## src/rtl/seg_tap_shreg.sv

```systemverilog
module seg_tap_shreg #(
  parameter int SEG_LEN = 16,
  parameter int NUM_SEG = 4
) (
  input  logic               clk,
  input  logic               clr,
  input  logic               din,
  input  logic               split,
  input  logic [NUM_SEG-2:0] tap_in,
  output logic [NUM_SEG-1:0] tap_out,
  output logic [NUM_SEG-1:0] tap_oe
);
  localparam int DEPTH = SEG_LEN * NUM_SEG;

  logic [DEPTH-1:0] st;
  logic [DEPTH-1:0] nxt;

  for (genvar g = 0; g < NUM_SEG; g++) begin : g_seg
    localparam int HEAD = g * SEG_LEN;
    localparam int TAIL = HEAD + SEG_LEN - 1;

    if (g == 0) begin : g_first
      assign nxt[HEAD] = din;
    end else begin : g_join
      assign nxt[HEAD] = split ? tap_in[g-1] : st[HEAD-1];

      p_join_r5: assert property (@(posedge clk) disable iff (clr)
        (!$past(clr) && $past(split)) |-> (st[HEAD] == $past(tap_in[g-1])))
        else $error("segment head did not load its tap input");
    end

    if (SEG_LEN > 1) begin : g_body
      assign nxt[TAIL:HEAD+1] = st[TAIL-1:HEAD];

      p_tap_shift_r3: assert property (@(posedge clk) disable iff (clr)
        !$past(clr) |-> (tap_out[g] == $past(st[TAIL-1])))
        else $error("tap did not advance by one stage");
    end

    assign tap_out[g] = st[TAIL];
  end

  always_ff @(posedge clk) begin
    if (clr) st <= '0;
    else     st <= nxt;
  end

  assign tap_oe = {NUM_SEG{~split}};

  p_clear_r1: assert property (@(posedge clk) disable iff (clr)
    $past(clr) |-> (tap_out == '0))
    else $error("taps not zero after clear");

  p_oe_r4: assert property (@(posedge clk) disable iff (clr)
    split |-> (tap_oe == '0))
    else $error("tap drivers active in split mode");

endmodule

```

## config.mk

```make
export PLATFORM = sky130hd
export DESIGN_NAME = seg_tap_shreg
export DESIGN_NICKNAME = d
export VERILOG_FILES = /design/src/rtl/seg_tap_shreg.sv
export SDC_FILE = /design/constraint.sdc
export NUM_CORES = 1
export LEC_CHECK = 0
export ABC_AREA = 1
export BUFFER_PORTS_ARGS = -buffer_cell sky130_fd_sc_hd__clkbuf_2
export CAP_MARGIN = 5
export CORE_MARGIN = 1
export CORE_UTILIZATION = 51
export DETAILED_ROUTE_END_ITERATION = 8
export PLACE_DENSITY_LB_ADDON = 0.15
export REMOVE_ABC_BUFFERS = 1
export SLEW_MARGIN = 20
export SYNTH_ARGS = -nofsm -noshare
export SYNTH_HDL_FRONTEND = slang
export SYNTH_SLANG_ARGS = --single-unit
```

## constraint.sdc

```tcl
create_clock -name clk -period 1.05 [get_ports clk]
set_clock_uncertainty 0.05 [all_clocks]
set_input_delay 0 -clock clk [delete_from_list [all_inputs] [get_ports clk]]
set_output_delay 0 -clock clk [all_outputs]
set_load 0.005 [all_outputs]
```

==> key figures <==
Synthesis
  – Post-synthesis register bit count: 64
  – Distinct cells, synth: 6
  – Area leader, netlist: dfxtp_1
  – Commonest cells in the netlist: nor2_1 (67), inv_1 (66), dfxtp_1 (64)
  – Synth area leaders: dfxtp_1 (67%), nor2_1 (13%), inv_1 (13%)
  – Mean area per synthesized cell: 8.940 sq um
  – Top_reg_cell synth: dfxtp_1
  – Post-Syn Instances: 213
  – Sequential area share after synthesis: roughly 67%
  – Cell area after synthesis: 1904 sq um
  – Top-count cell post-synth: nor2_1
  – Synth top area share: 67.28%
  – Asr flop ratio synth: 0%
  – EDFF count, synth: 0
  – Synth warn: 0

GRT
  – Vias in the first global route: 1076
  – GR Util All Layers: 16.16%
  – Initial antenna violation count: 0
  – Largest net degree at the start of global routing: 34
  – First-pass GRT wire length: around 4600 microns
  – GRT overflow: 0

Routing
  – Final wirelength: 2578 microns
  – DRT Pass-1 Iters: 4
  – Wire per inst: 8.983 microns
  – Drt first-iter violations: 43
  – Mean number of vias per cell: 3.948
  – Vias: 1133
  – Residual DRC count: 0
  – DRT antenna net count: 0

Timing
  – Hold_ws: 0.3495 ns
  – Period utilization: 93.99%
  – Worst slew pin tran: between 0.2 and 0.3 ns
  – RSZ-0062 raised after global routing: false
  – Min cycle time layout: ~1 ns
  – Max Freq: 1.013 GHz
  – Final Max Tran Viols: 0
  – Setup Viol. Count Final: 0
  – Post-route setup TNS: 0 ns
  – Slew HR: 83.08%
  – Final hold vios: 0

Power
  – Cell area power density: 2026 nW/um^2
  – Overall power: 4504 uW
  – Maximum vdd ir drop: 1.186 mV
  – Leak: 0.0009375 uW

Final layout
  – Layout Area Growth over Synthesis: 16.75%
  – Max reg flops: 64
  – Finished Layout Cells: 287
  – Fraction of layout cells with a size suffix above 1: a little over an eighth
  – Largest registers: st: 64 flops
  – Biggest register: st
  – Post-layout util: 64.11%
  – Layout net count: 243
  – Filler instances: 304
  – ANT cells: 0

Critical path
  – Setup Crit Path Kind: in2out
  – Crit end category: output pin
  – Crit path DAT: 0.94 ns
  – Worst Setup Start Kind: input port
  – CP required: 1.00 ns
  – Max FO, Critical Path: 7

Place
  – I/O Buffers: 14
  – Dpl hpwl: approximately 1600 microns
  – Gpl congestion: slightly above 0.7
  – Dpl cells: 265

Min path
  – Class of the worst hold path: reg2reg

Floorplan
  – Die H: 63.11 microns
  – FP Rows: 21
  – Die X: between 60 and 70 microns
  – Die area: 3982 sq um
  – Core area: 3468 sq um
  – IO Pins: 15
  – Starting Density: 54.91%

CTS
  – Clock network latency to the later pin of the worst-skew pair: 0.33 ns
  – # clock sinks: 64
  – H-tree depth reported by CTS: 3
  – Post-CTS setup buffer count: 0
  – Inserted Clock Buffers: 9
  – CTS Root Cell: clkbuf_8
  – Clock transition at path regs: 0.06 ns
  – CTS tree: done
  – Maximum root-to-sink buffer count: 2

Run
  – Maxcap violations: 0

Status
  – Run status: finished clean
## critical path: stages
cell and delay (ns):
dlygate4sd3_1 0.53, clkbuf_2 0.16, inv_1 0.12, clkbuf_2 0.12
## layer usage
layer / wire (microns) / vias up / share of wire [%] / GRT usage, %
li1: - / 612 / - / -
met1: 1228 / 492 / 48 / 17.99
met2: 1153 / 25 / 45 / 25.00
met3: 163 / 4 / 6.3 / 9.239
met4: 32 / 0 / 1.2 / 6.977
met5: 0 / - / 0 / 0
## timing repair
action	CTS	global route
hold buffers	6	0
hold endpoints to repair	10	0
resized for setup	0	0
## power breakdown
group	total [uW]	switching (uW)	internal [uW]
Sequential	2460	6.17	2450
Clock	1920	879	1040
Combinational	124	68.5	55.5
## cell type report
type                    instances  area [sq um]  share of cell area [%]
multi-input cells              73         274.0                   12.32
clock buffers                  12         165.2                   7.428
flip-flops and latches         64          1281                   57.63
inverters                      66         247.7                   11.14
well taps                      46         57.56                   2.589
clock inverters                 4         27.53                   1.238
repair buffers                 22         170.2                   7.653
## logic make-up after synthesis
family                 synth area share (%)
and+or+nand+nor                       14.39
buffers and inverters                 18.33
DFF                                   67.28
## per-stage QoR
stage | instance area [sq um] | setup slack, ns
after floorplan | 1803 | 0.4574
after global placement | 1971 | 0.3813
after detailed placement | 1971 | 0.3354
after CTS | 2223 | 0.07113
after global routing | 2223 | 0.01364
final | 2223 | 0.06310
## layout by cell type, fill, tap and decap left out
| master | instances |
|---|---|
| dfxtp_1 | 64 |
| nand2_1 | 6 |
| dlygate4sd3_1 | 6 |
| clkinvlp_4 | 3 |
| clkbuf_8 | 12 |
| buf_12 | 2 |
| clkinv_2 | 1 |
| nor2_1 | 67 |
| clkbuf_2 | 14 |
| inv_1 | 66 |
## worst paths after layout
path              depth (start not counted)  slack [ns]         to    from
hold reg to reg                           2        0.35     st[35]  st[34]
setup reg to reg                          2        0.41     st[16]  st[15]
setup / recovery                          4        0.06  tap_oe[0]   split
hold / removal                            2        0.35     st[35]  st[34]
Power figures use the tool's default switching activity.
